==> src/rtl/isr_pkg.sv <==
// Package: shared constants and field positions of the interrupt status unit.
// Assumes 8-bit status and cause registers and a 3-bit sequence step.
package isr_pkg;
    localparam int REG_W    = 8;
    localparam int SEQ_W    = 3;
    localparam int STAT_LOW = REG_W - 1;   // raise-request status bits below pending

    localparam int PEND_BIT = 7;           // interrupt pending flag
    localparam int TC_BIT   = 4;           // terminal count flag

    localparam logic [2:0]       PHASE_STATUS      = 3'd3;
    localparam logic [REG_W-1:0] CAUSE_BUS_SERVICE = 8'h10;
    localparam logic [SEQ_W-1:0] SEQ_CMD_DONE      = 3'd4;
    localparam logic [REG_W-1:0] CFG1_RESET        = 8'h07;
endpackage

==> src/rtl/isr_step.sv <==
// Module: isr_step
// Purpose: combinational next-state logic. It applies one cycle's strobes in a
// fixed order: loads, host cause read (with replay of a parked completion),
// completion, raise request.
// Assumes the caller registers every output and handles both resets.
module isr_step
    import isr_pkg::*;
#(
    parameter int TC_W = 24,
    parameter int FL_W = 5
) (
    input  logic [REG_W-1:0] cur_stat,
    input  logic [REG_W-1:0] cur_cause,
    input  logic [SEQ_W-1:0] cur_seq,
    input  logic [FL_W-1:0]  cur_flags,
    input  logic [TC_W-1:0]  cur_tc,
    input  logic [REG_W-1:0] cur_sbyte,
    input  logic             held,
    input  logic [REG_W-1:0] held_status,
    input  logic             tc_load,
    input  logic [TC_W-1:0]  tc_value,
    input  logic             flags_load,
    input  logic [FL_W-1:0]  flags_value,
    input  logic             ev_raise,
    input  logic [REG_W-1:0] ev_cause,
    input  logic [SEQ_W-1:0] ev_seq,
    input  logic [STAT_LOW-1:0] ev_stat,
    input  logic             cmpl_req,
    input  logic [REG_W-1:0] cmpl_status,
    input  logic             cause_rd,
    output logic [REG_W-1:0] nxt_stat,
    output logic [REG_W-1:0] nxt_cause,
    output logic [SEQ_W-1:0] nxt_seq,
    output logic [FL_W-1:0]  nxt_flags,
    output logic [TC_W-1:0]  nxt_tc,
    output logic [REG_W-1:0] nxt_sbyte,
    output logic             take,
    output logic             replay,
    output logic             irq_set,
    output logic             irq_clr
);
    localparam logic [REG_W-1:0] STAT_REPORT =
        REG_W'((1 << PEND_BIT) | int'(PHASE_STATUS));

    // Ordered evaluation of this cycle's strobes.
    always_comb begin
        nxt_stat  = cur_stat;
        nxt_cause = cur_cause;
        nxt_seq   = cur_seq;
        nxt_flags = flags_load ? flags_value : cur_flags;
        nxt_tc    = tc_load ? tc_value : cur_tc;
        nxt_sbyte = cur_sbyte;
        take      = 1'b0;
        replay    = 1'b0;

        if (cause_rd) begin
            nxt_cause         = '0;
            nxt_stat[TC_BIT]  = 1'b0;
            nxt_stat[PEND_BIT] = 1'b0;
            nxt_seq           = SEQ_CMD_DONE;
            if (held) begin
                replay    = 1'b1;
                nxt_stat  = STAT_REPORT;
                nxt_cause = CAUSE_BUS_SERVICE;
                nxt_seq   = '0;
                nxt_flags = '0;
                nxt_tc    = '0;
                nxt_sbyte = held_status;
            end
        end

        if (cmpl_req) begin
            if (nxt_stat[PEND_BIT]) begin
                take = 1'b1;
            end else begin
                nxt_stat  = STAT_REPORT;
                nxt_cause = CAUSE_BUS_SERVICE;
                nxt_seq   = '0;
                nxt_flags = '0;
                nxt_tc    = '0;
                nxt_sbyte = cmpl_status;
            end
        end

        if (ev_raise) begin
            nxt_stat[STAT_LOW-1:0] = nxt_stat[STAT_LOW-1:0] | ev_stat;
            nxt_stat[PEND_BIT]     = 1'b1;
            nxt_cause              = ev_cause;
            nxt_seq                = ev_seq;
        end
    end

    // Edge requests for the line driver: only on a change of the pending bit.
    always_comb begin
        irq_set = !cur_stat[PEND_BIT] &&  nxt_stat[PEND_BIT];
        irq_clr =  cur_stat[PEND_BIT] && !nxt_stat[PEND_BIT];
    end
endmodule

==> src/rtl/isr_defer_slot.sv <==
// Module: isr_defer_slot
// Purpose: one-entry holding slot for a completion that arrived while an
// interrupt was pending. A new capture overwrites the held status.
// Assumes take and replay come from the same cycle's ordered evaluation.
module isr_defer_slot
    import isr_pkg::*;
(
    input  logic             clk,
    input  logic             rst_n,
    input  logic             soft_rst,
    input  logic             take,
    input  logic             replay,
    input  logic [REG_W-1:0] in_status,
    output logic             held,
    output logic [REG_W-1:0] held_status
);
    // Capture, consume or drop the parked completion.
    always_ff @(posedge clk) begin
        if (!rst_n || soft_rst) begin
            held        <= 1'b0;
            held_status <= '0;
        end else if (take) begin
            held        <= 1'b1;
            held_status <= in_status;
        end else if (replay) begin
            held        <= 1'b0;
        end
    end
endmodule

==> src/rtl/isr_irq_line.sv <==
// Module: isr_irq_line
// Purpose: registered interrupt line driven by set and clear edge requests.
// Assumes set and clear never arrive in the same cycle.
module isr_irq_line (
    input  logic clk,
    input  logic rst_n,
    input  logic soft_rst,
    input  logic irq_set,
    input  logic irq_clr,
    output logic irq
);
    // Hold the line between edge requests.
    always_ff @(posedge clk) begin
        if (!rst_n || soft_rst) begin
            irq <= 1'b0;
        end else if (irq_set) begin
            irq <= 1'b1;
        end else if (irq_clr) begin
            irq <= 1'b0;
        end
    end
endmodule

==> src/rtl/intr_status_unit.sv <==
// Module: intr_status_unit
// Purpose: interrupt status, cause and sequence step registers with a
// destructive cause read and deferred reporting of completions.
// Assumes strobes are synchronous to clk; the host samples cause_reg in
// the cycle where it asserts cause_rd.
module intr_status_unit
    import isr_pkg::*;
#(
    parameter int TC_W = 24,
    parameter int FL_W = 5
) (
    input  logic                clk,
    input  logic                rst_n,
    input  logic                soft_rst,
    input  logic                cfg1_we,
    input  logic [REG_W-1:0]    cfg1_wdata,
    input  logic                tc_load,
    input  logic [TC_W-1:0]     tc_value,
    input  logic                flags_load,
    input  logic [FL_W-1:0]     flags_value,
    input  logic                ev_raise,
    input  logic [REG_W-1:0]    ev_cause,
    input  logic [SEQ_W-1:0]    ev_seq,
    input  logic [STAT_LOW-1:0] ev_stat,
    input  logic                cmpl_req,
    input  logic [REG_W-1:0]    cmpl_status,
    input  logic                cause_rd,
    output logic                irq,
    output logic [REG_W-1:0]    stat_reg,
    output logic [REG_W-1:0]    cause_reg,
    output logic [SEQ_W-1:0]    seq_reg,
    output logic [FL_W-1:0]     flags_reg,
    output logic [TC_W-1:0]     tc_reg,
    output logic [REG_W-1:0]    cfg1_reg,
    output logic [REG_W-1:0]    status_byte
);
    logic [REG_W-1:0] nxt_stat, nxt_cause, nxt_sbyte, defer_status;
    logic [SEQ_W-1:0] nxt_seq;
    logic [FL_W-1:0]  nxt_flags;
    logic [TC_W-1:0]  nxt_tc;
    logic             take, replay, irq_set, irq_clr, defer_held;

    isr_step #(.TC_W(TC_W), .FL_W(FL_W)) u_step (
        .cur_stat    (stat_reg),
        .cur_cause   (cause_reg),
        .cur_seq     (seq_reg),
        .cur_flags   (flags_reg),
        .cur_tc      (tc_reg),
        .cur_sbyte   (status_byte),
        .held        (defer_held),
        .held_status (defer_status),
        .tc_load     (tc_load),
        .tc_value    (tc_value),
        .flags_load  (flags_load),
        .flags_value (flags_value),
        .ev_raise    (ev_raise),
        .ev_cause    (ev_cause),
        .ev_seq      (ev_seq),
        .ev_stat     (ev_stat),
        .cmpl_req    (cmpl_req),
        .cmpl_status (cmpl_status),
        .cause_rd    (cause_rd),
        .nxt_stat    (nxt_stat),
        .nxt_cause   (nxt_cause),
        .nxt_seq     (nxt_seq),
        .nxt_flags   (nxt_flags),
        .nxt_tc      (nxt_tc),
        .nxt_sbyte   (nxt_sbyte),
        .take        (take),
        .replay      (replay),
        .irq_set     (irq_set),
        .irq_clr     (irq_clr)
    );

    isr_defer_slot u_defer (
        .clk         (clk),
        .rst_n       (rst_n),
        .soft_rst    (soft_rst),
        .take        (take),
        .replay      (replay),
        .in_status   (cmpl_status),
        .held        (defer_held),
        .held_status (defer_status)
    );

    isr_irq_line u_line (
        .clk      (clk),
        .rst_n    (rst_n),
        .soft_rst (soft_rst),
        .irq_set  (irq_set),
        .irq_clr  (irq_clr),
        .irq      (irq)
    );

    // Register file update; both resets clear it, configuration 1 to its default.
    always_ff @(posedge clk) begin
        if (!rst_n || soft_rst) begin
            stat_reg    <= '0;
            cause_reg   <= '0;
            seq_reg     <= '0;
            flags_reg   <= '0;
            tc_reg      <= '0;
            status_byte <= '0;
            cfg1_reg    <= CFG1_RESET;
        end else begin
            stat_reg    <= nxt_stat;
            cause_reg   <= nxt_cause;
            seq_reg     <= nxt_seq;
            flags_reg   <= nxt_flags;
            tc_reg      <= nxt_tc;
            status_byte <= nxt_sbyte;
            if (cfg1_we) begin
                cfg1_reg <= cfg1_wdata;
            end
        end
    end
endmodule

==> config.mk <==
export PLATFORM = sky130hd
export DESIGN_NAME = intr_status_unit
export DESIGN_NICKNAME = d
export VERILOG_FILES = /design/src/rtl/isr_pkg.sv /design/src/rtl/isr_step.sv /design/src/rtl/isr_defer_slot.sv /design/src/rtl/isr_irq_line.sv /design/src/rtl/intr_status_unit.sv
export SDC_FILE = /design/constraint.sdc
export NUM_CORES = 1
export LEC_CHECK = 0
export BUFFER_PORTS_ARGS = -buffer_cell sky130_fd_sc_hd__buf_2
export CAP_MARGIN = 30
export CORE_UTILIZATION = 41
export CTS_CLUSTER_SIZE = 12
export DETAILED_ROUTE_END_ITERATION = 6
export PLACE_DENSITY = 0.75
export SLEW_MARGIN = 25
export SYNTH_ARGS = -nofsm -noshare
export SYNTH_HDL_FRONTEND = slang
export SYNTH_SLANG_ARGS = --single-unit
==> constraint.sdc <==
create_clock -name clk -period 1.64 [get_ports clk]
set_input_delay 0 -clock clk [delete_from_list [all_inputs] [get_ports clk]]
set_output_delay 0 -clock clk [all_outputs]
set_load 0.005 [all_outputs]
==> results of run 1 <==
[final timing paths]
| kind | endpoint | slack [ps] | cells past startpoint |
|---|---|---|---|
| hold reg to reg | u_defer.held_status[5]$_SDFFE_PP0P_ | 470 | 2 |
| setup reg to reg | u_line.irq$_SDFFE_PP0P_ | 60 | 5 |
| hold / removal | cfg1_reg[0]$_SDFFE_PP1P_ | 20 | 4 |
| setup / recovery | u_line.irq$_SDFFE_PP0P_ | 60 | 5 |
[kinds of logic (layout without fill, tap and decap cells)]
| family | after synthesis | in the layout | share of synthesized area |
|---|---|---|---|
| muxes | 40 | 40 | 0.143 |
| adders and majority gates | 1 | 1 | 0.00436 |
| buffers and inverters | 33 | 239 | 0.0546 |
| AOI/OAI and AO/OA | 56 | 56 | 0.141 |
| DFF | 74 | 74 | 0.517 |
| and+or+nand+nor | 69 | 69 | 0.140 |
[stage by stage]
| stage | worst slack, ps | area, um^2 | hold slack, ps | power, mW | instances |
|---|---|---|---|---|---|
| after floorplan | 29.6 | 2870 | 126 | 2.13 | 273 |
| after detailed placement | 74.0 | 3640 | 217 | 2.31 | 478 |
| after global placement | 137 | 3640 | 212 | 2.30 | 478 |
| after global routing | 23.5 | 4540 | 21.5 | 4.23 | 559 |
| after CTS | 51.2 | 4540 | 0.681 | 4.11 | 559 |
| final | 60.5 | 4540 | 22.7 | 4.07 | 559 |
[synth_stat cells, types with 2 or more instances]
| library cell | number | area, um^2 |
|---|---|---|
| dfxtp_1 | 74 | 1480 |
| mux2i_1 | 38 | 380 |
| nor2_1 | 28 | 105 |
| a21oi_1 | 14 | 70.1 |
| a22o_1 | 13 | 114 |
| inv_1 | 12 | 45.0 |
| clkbuf_1 | 11 | 41.3 |
| nor2_4 | 10 | 113 |
| a221oi_1 | 9 | 78.8 |
| a311oi_1 | 8 | 70.1 |
| and3_1 | 8 | 50.1 |
| nand3_1 | 8 | 40.0 |
| o21ai_0 | 8 | 40.0 |
| buf_2 | 5 | 25.0 |
| nand2_1 | 5 | 18.8 |
| and2_1 | 2 | 12.5 |
| buf_1 | 2 | 7.51 |
| buf_6 | 2 | 22.5 |
| nor2b_1 | 2 | 12.5 |
| nor3_1 | 2 | 10.0 |
| or3_1 | 2 | 12.5 |
[final cells by class]
| type | count | area (um^2) |
|---|---|---|
| Inverter | 12 | 45.0 |
| Fill cell | 507 | 2210 |
| Tap cell | 80 | 100 |
| Timing Repair Buffer | 212 | 1440 |
| Sequential cell | 74 | 1480 |
| Clock buffer | 10 | 138 |
| Multi-Input combinational cell | 166 | 1230 |
| Clock inverter | 5 | 103 |
[power by group through the flow]
stage	Combinational, mW	Sequential (mW)	Clock (mW)
floorplan	0.217	1.92	0
global placement	0.391	1.91	0
detailed placement	0.399	1.91	0
CTS	0.519	1.87	1.72
global route	0.575	1.87	1.78
finish	0.529	1.87	1.67
[layer usage]
metal,share of wire,global-route usage
met1,0.41,0.234
met2,0.50,0.379
met3,0.062,0.0500
met4,0.036,0.112
met5,0,0
[worst min-delay path, delay by kind of cell]
| kind | cells | cell delay [ps] |
|---|---|---|
| and+or+nand+nor | 2 | 100 |
| buffers and inverters | 2 | 220 |
[what timing repair did]
item / 4_1_cts / 5_1_grt
hold buffers: 66 / 0
endpoints found under the setup margin: 0 / 1
endpoints found under the hold margin: 71 / 0
gates resized for setup: 0 / 1
==> summary.md, run 1 <==
| Metric | Value |
|---|---|
| Status | `complete, no violations` |
| Detailed Route WL | `7.82 mm` |
| Delay-heaviest family, CP | `multiplexers` |
| Clock skew | `6.50 ps` |
| Fmax | `633 MHz` |
| Internal power | `3.19 mW` |
| Largest register FFs | `24` |
| WS Path Type | `flop to flop` |
| Switching power share of the total | `0.217` |
| Register area share after synthesis | `0.517` |
| Slowest stage cell, crit path | `or3_4` |
| Final Max Tran Viols | `0` |
| Combinational power share | `0.130` |
| Synthesized flop and latch total | `74` |
| Most frequent cells in the layout | `buf_2 (136), dfxtp_1 (74), dlygate4sd3_1 (66), mux2i_1 (38), nor2_1 (28)` |
| Final setup vio count | `0` |
| Clk Latency, worst-skew pair | `330 ps` |
| Ys async rst share | `0` |
| Gp weighted congestion | `0.733` |
| # nets final | `548` |
| ANT cells | `0` |
| TritonCTS clock tree | `yes` |
| RSZ-0062 raised after global routing | `no` |
| Detailed Routing Iterations Pass 1 | `4` |
| Crit path cell chain | `mux2_4, or3_4, ha_1, mux2i_1, nor2_1` |
| Final Critical Period | `1580 ps` |
| Row Count | `30` |
| Origin of the critical flop-to-flop path | `stat_reg[7]$_SDFF_PP0_` |
| Worst path buffer plus inverter count | `0` |
| CP required | `1850 ps` |
| Htree depth | `3` |
| DIE HEIGHT | `85.6 um` |
| Setup Buffers After CTS | `0` |
| Net Switching | `0.882 mW` |
| Vias in the first global route | `2745` |
| DP Wirelength | `4.57 mm` |
| First-pass GRT wire length | `12.4 mm` |
| Min-delay worst type | `input port to flop` |
| Fin. Hold Viols | `0` |
| Actual slew at the worst max-slew pin | `552 ps` |
| Number of remaining DRC errors | `0` |
| Cell area after synthesis | `2870 um^2` |
| Min-Delay Startpoint | `soft_rst` |
| Ports | `137` |
| Initial Util | `0.424` |
| Clk buf depth | `2` |
| Leak Pwr | `2.18 nW` |
| Crit share post-route | `0.963` |
| Area growth syn-to-layout | `58.4%` |
| CTS root buf | `clkbuf_8` |
| Clock sink count | `74` |
| DR iter-0 viols | `53` |
| Post-synth EDFFs | `0` |
| PD cells | `896 nW/um^2` |
| GR Overflow Total | `0` |
| Synth warnings | `0` |
| Core Box Area | `6760 um^2` |
| Util after Layout | `0.672` |
| Syn_nets | `346` |
| Seq pwr share | `0.460` |
| Slowest Stage Delay on Critical Path | `340 ps` |
| Share of layout cells above drive strength 1 | `0.365` |
| Die W | `85.6 um` |
| Clk network pwr share | `0.410` |
| Top_reg_cell synth | `dfxtp_1` |
| Wire per inst | `14.0 um` |
| Num CTS Buffers | `9` |
| Worst vdd ir | `510 uV` |
| Startpoint Class | `flop` |
| Rel. slew slack | `0.629` |
| Clock Pin Slew Worst Setup and Hold Paths | `70 ps` |
| Initial antenna violation count | `0` |
| Total GRT Usage | `0.212` |
| Worst Setup SP | `stat_reg[7]$_SDFF_PP0_` |
| DIE AREA | `7330 um^2` |
| Commonest non-fill, non-tap cell in the layout | `buf_2` |
| Vias | `2756` |
| Mapped Cells | `273` |
| Avg Cell Area, Syn | `10.5 um^2` |
| CP Data Arrival Time | `1790 ps` |
| Max Cap Viol | `0` |
| Pin count of the biggest net entering global routing | `30` |
| # port buffers | `136` |
| Crit end category | `flop` |
| Synth unique cells | `31` |
| Vias per std cell | `4.93` |
| Maximum fanout along the worst path | `2` |
| Post-DRT Antenna Nets | `0` |
| Setup TNS Final | `0 ps` |
Note: power is estimated with default switching activity, not from simulation.
==> inputs of run 2 (changes only) <==
CORE_ASPECT_RATIO = 0.5   (was default)
==> run 2 against run 1 <==
  * Combinational power about the same
  * Via count decreased by 0.47%
  * Core utilization increased by 0.58 points
  * Maximum frequency increased by 1.5%
  * Clock power increased by 9.6%
  * Critical endpoint unchanged
  * Die area increased by 0.28%
==> summary.md, run 2 (synthesized netlist as in run 1, its figures left out) <==
| Metric | Value |
|---|---|
| Row Count | `21 (was 30)` |
| Initial antenna violation count | `0 (unchanged)` |
| Register area | `1480 um^2 (unchanged)` |
| Ports | `137 (unchanged)` |
| DIE AREA | `7350 um^2 (was 7330 um^2)` |
| Final setup vio count | `0 (unchanged)` |
| Clk buf depth | `2 (unchanged)` |
| ANT cells | `0 (unchanged)` |
| Largest register FFs | `24 (unchanged)` |
| Area growth syn-to-layout | `59.1% (was 58.4%)` |
| DP Wirelength | `4.74 mm (was 4.57 mm)` |
| DR iter-0 viols | `182 (was 53)` |
| CP Data Arrival Time | `1770 ps (was 1790 ps)` |
| Detailed Routing Iterations Pass 1 | `4 (unchanged)` |
| Clk Latency, worst-skew pair | `330 ps (about the same)` |
| Leak Pwr | `2.19 nW (was 2.18 nW)` |
| Share of layout cells above drive strength 1 | `0.364 (was 0.365)` |
| Fin. Hold Viols | `0 (unchanged)` |
| RSZ-0062 raised after global routing | `no (unchanged)` |
| Min-delay worst type | `input port to flop (unchanged)` |
| WS Path Type | `flop to flop (unchanged)` |
| Status | `complete, no violations (unchanged)` |
| Commonest non-fill, non-tap cell in the layout | `buf_2 (unchanged)` |
| Hold EP | `status_byte[6]$_SDFF_PP0_ (was cfg1_reg[0]$_SDFFE_PP1P_)` |
| Clock skew | `5.04 ps (was 6.50 ps)` |
| DP Worst Slack | `93.8 ps (was 74.0 ps)` |
| Core Box Area | `6730 um^2 (was 6760 um^2)` |
| Min-Delay Startpoint | `cmpl_req (was soft_rst)` |
| Final Max Tran Viols | `0 (unchanged)` |
| Area occupied by multi-input gates | `1230 um^2 (about the same)` |
| Hold slack | `17.8 ps (was 22.7 ps)` |
| Most frequent cells in the layout | `buf_2 (136), dfxtp_1 (74), dlygate4sd3_1 (63), mux2i_1 (38), nor2_1 (28) (was buf_2 (136), dfxtp_1 (74), dlygate4sd3_1 (66), mux2i_1 (38), nor2_1 (28))` |
| Setup TNS Final | `0 ps (unchanged)` |
| Total GRT Usage | `0.220 (was 0.212)` |
| Fin area | `4560 um^2 (was 4540 um^2)` |
| Crit share post-route | `0.949 (was 0.963)` |
| Vias in the first global route | `2628 (was 2745)` |
| Detailed Route WL | `8.16 mm (was 7.82 mm)` |
| Htree depth | `3 (unchanged)` |
| Initial Util | `0.426 (was 0.424)` |
| Placed cell area | `3650 um^2 (was 3640 um^2)` |
| Clock Pin Slew Worst Setup and Hold Paths | `50 ps (was 70 ps)` |
| Vias | `2743 (was 2756)` |
| Number of remaining DRC errors | `0 (unchanged)` |
| Max Cap Viol | `0 (unchanged)` |
| Wire per inst | `14.3 um (was 14.0 um)` |
| TritonCTS clock tree | `yes (unchanged)` |
| Fmax | `642 MHz (was 633 MHz)` |
| Post-DRT Antenna Nets | `0 (unchanged)` |
| Maximum fanout along the worst path | `2 (unchanged)` |
| Startpoint Class | `flop (unchanged)` |
| PD cells | `927 nW/um^2 (was 896 nW/um^2)` |
| CTS root buf | `clkbuf_16 (was clkbuf_8)` |
| Fill cells | `548 (was 507)` |
| # nets final | `546 (was 548)` |
| Origin of the critical flop-to-flop path | `u_defer.held$_SDFFE_PP0P_ (was stat_reg[7]$_SDFF_PP0_)` |
| Pin count of the biggest net entering global routing | `30 (unchanged)` |
| Vias per std cell | `4.81 (was 4.93)` |
| Rel. slew slack | `0.654 (was 0.629)` |
| CP required | `1850 ps (about the same)` |
| # port buffers | `136 (unchanged)` |
| Clock sink count | `74 (unchanged)` |
| Worst-case reg-to-reg path depth | `5 (unchanged)` |
| Crit end category | `flop (unchanged)` |
| Reg-to-Reg End | `u_line.irq$_SDFFE_PP0P_ (unchanged)` |
| Num CTS Buffers | `9 (unchanged)` |
| DIE HEIGHT | `61.1 um (was 85.6 um)` |
| Gp weighted congestion | `0.761 (was 0.733)` |
| GR Overflow Total | `0 (unchanged)` |
| Reg2Reg Setup Slack | `80 ps (was 60 ps)` |
| First-pass GRT wire length | `12.3 mm (was 12.4 mm)` |
| Fin worst setup slack | `83.4 ps (was 60.5 ps)` |
| Actual slew at the worst max-slew pin | `515 ps (was 552 ps)` |
| Final Critical Period | `1560 ps (was 1580 ps)` |
| Die W | `120 um (was 85.6 um)` |
| Worst hold path depth | `2 (was 4)` |
| Worst vdd ir | `634 uV (was 510 uV)` |
==> run 2: timing repair <==
item	CTS	global route
setup endpoints to repair	0	0
hold buffers	63	0
setup buffers	0	0
gates resized for setup	0	0
hold endpoints to repair	71	0
==> run 2: power breakdown <==
part           internal [mW]  total [mW]  switching, mW  leakage, nW
logic                  0.294       0.526          0.232         1.45
clock network           1.14        1.83          0.686        0.143
registers               1.85        1.87         0.0248        0.601
==> run 2: final cells by class <==
class | instances | share of cell area
Multi-Input combinational cell | 166 | 0.269
Timing Repair Buffer | 210 | 0.308
Tap cell | 92 | 0.0252
Clock inverter | 2 | 0.00219
Clock buffer | 14 | 0.0601
Sequential cell | 74 | 0.325
Inverter | 12 | 0.00988
==> run 2: per-layer routing <==
| layer | share of wire | track usage | up-vias |
|---|---|---|---|
| met3 | 0.037 | 0.0704 | 22 |
| li1 | - | - | 1370 |
| met4 | 0.025 | 0.108 | 0 |
| met5 | 0 | 0 | - |
| met1 | 0.41 | 0.241 | 1278 |
| met2 | 0.53 | 0.403 | 73 |
==> run 2: worst max-delay path, stage by stage (launching register included) <==
cell and delay (ps):
dfxtp_1 320, mux2_4 260, or3_1 330, ha_1 300
mux2i_1 180, nor2_1 50
==> run 2: through the flow <==
step,std cells,power [mW],util
5_1_grt,570,4.40,0.678
3_5_place_dp,491,2.31,0.542
3_3_place_gp,491,2.30,0.542
2_1_floorplan,273,2.13,-
4_1_cts,570,4.26,0.678
6_report,570,4.23,0.678
==> run 2: how the worst max path moves through the flow <==
stage / start / end / slack, ps / cells past startpoint
floorplan: stat_reg[7]$_SDFF_PP0_ / u_line.irq$_SDFFE_PP0P_ / 30 / 5
global placement: stat_reg[7]$_SDFF_PP0_ / u_line.irq$_SDFFE_PP0P_ / 130 / 5
detailed placement: stat_reg[7]$_SDFF_PP0_ / u_line.irq$_SDFFE_PP0P_ / 90 / 5
CTS: stat_reg[7]$_SDFF_PP0_ / u_line.irq$_SDFFE_PP0P_ / 80 / 5
global route: u_defer.held$_SDFFE_PP0P_ / u_line.irq$_SDFFE_PP0P_ / 2 / 5
finish: u_defer.held$_SDFFE_PP0P_ / u_line.irq$_SDFFE_PP0P_ / 80 / 5
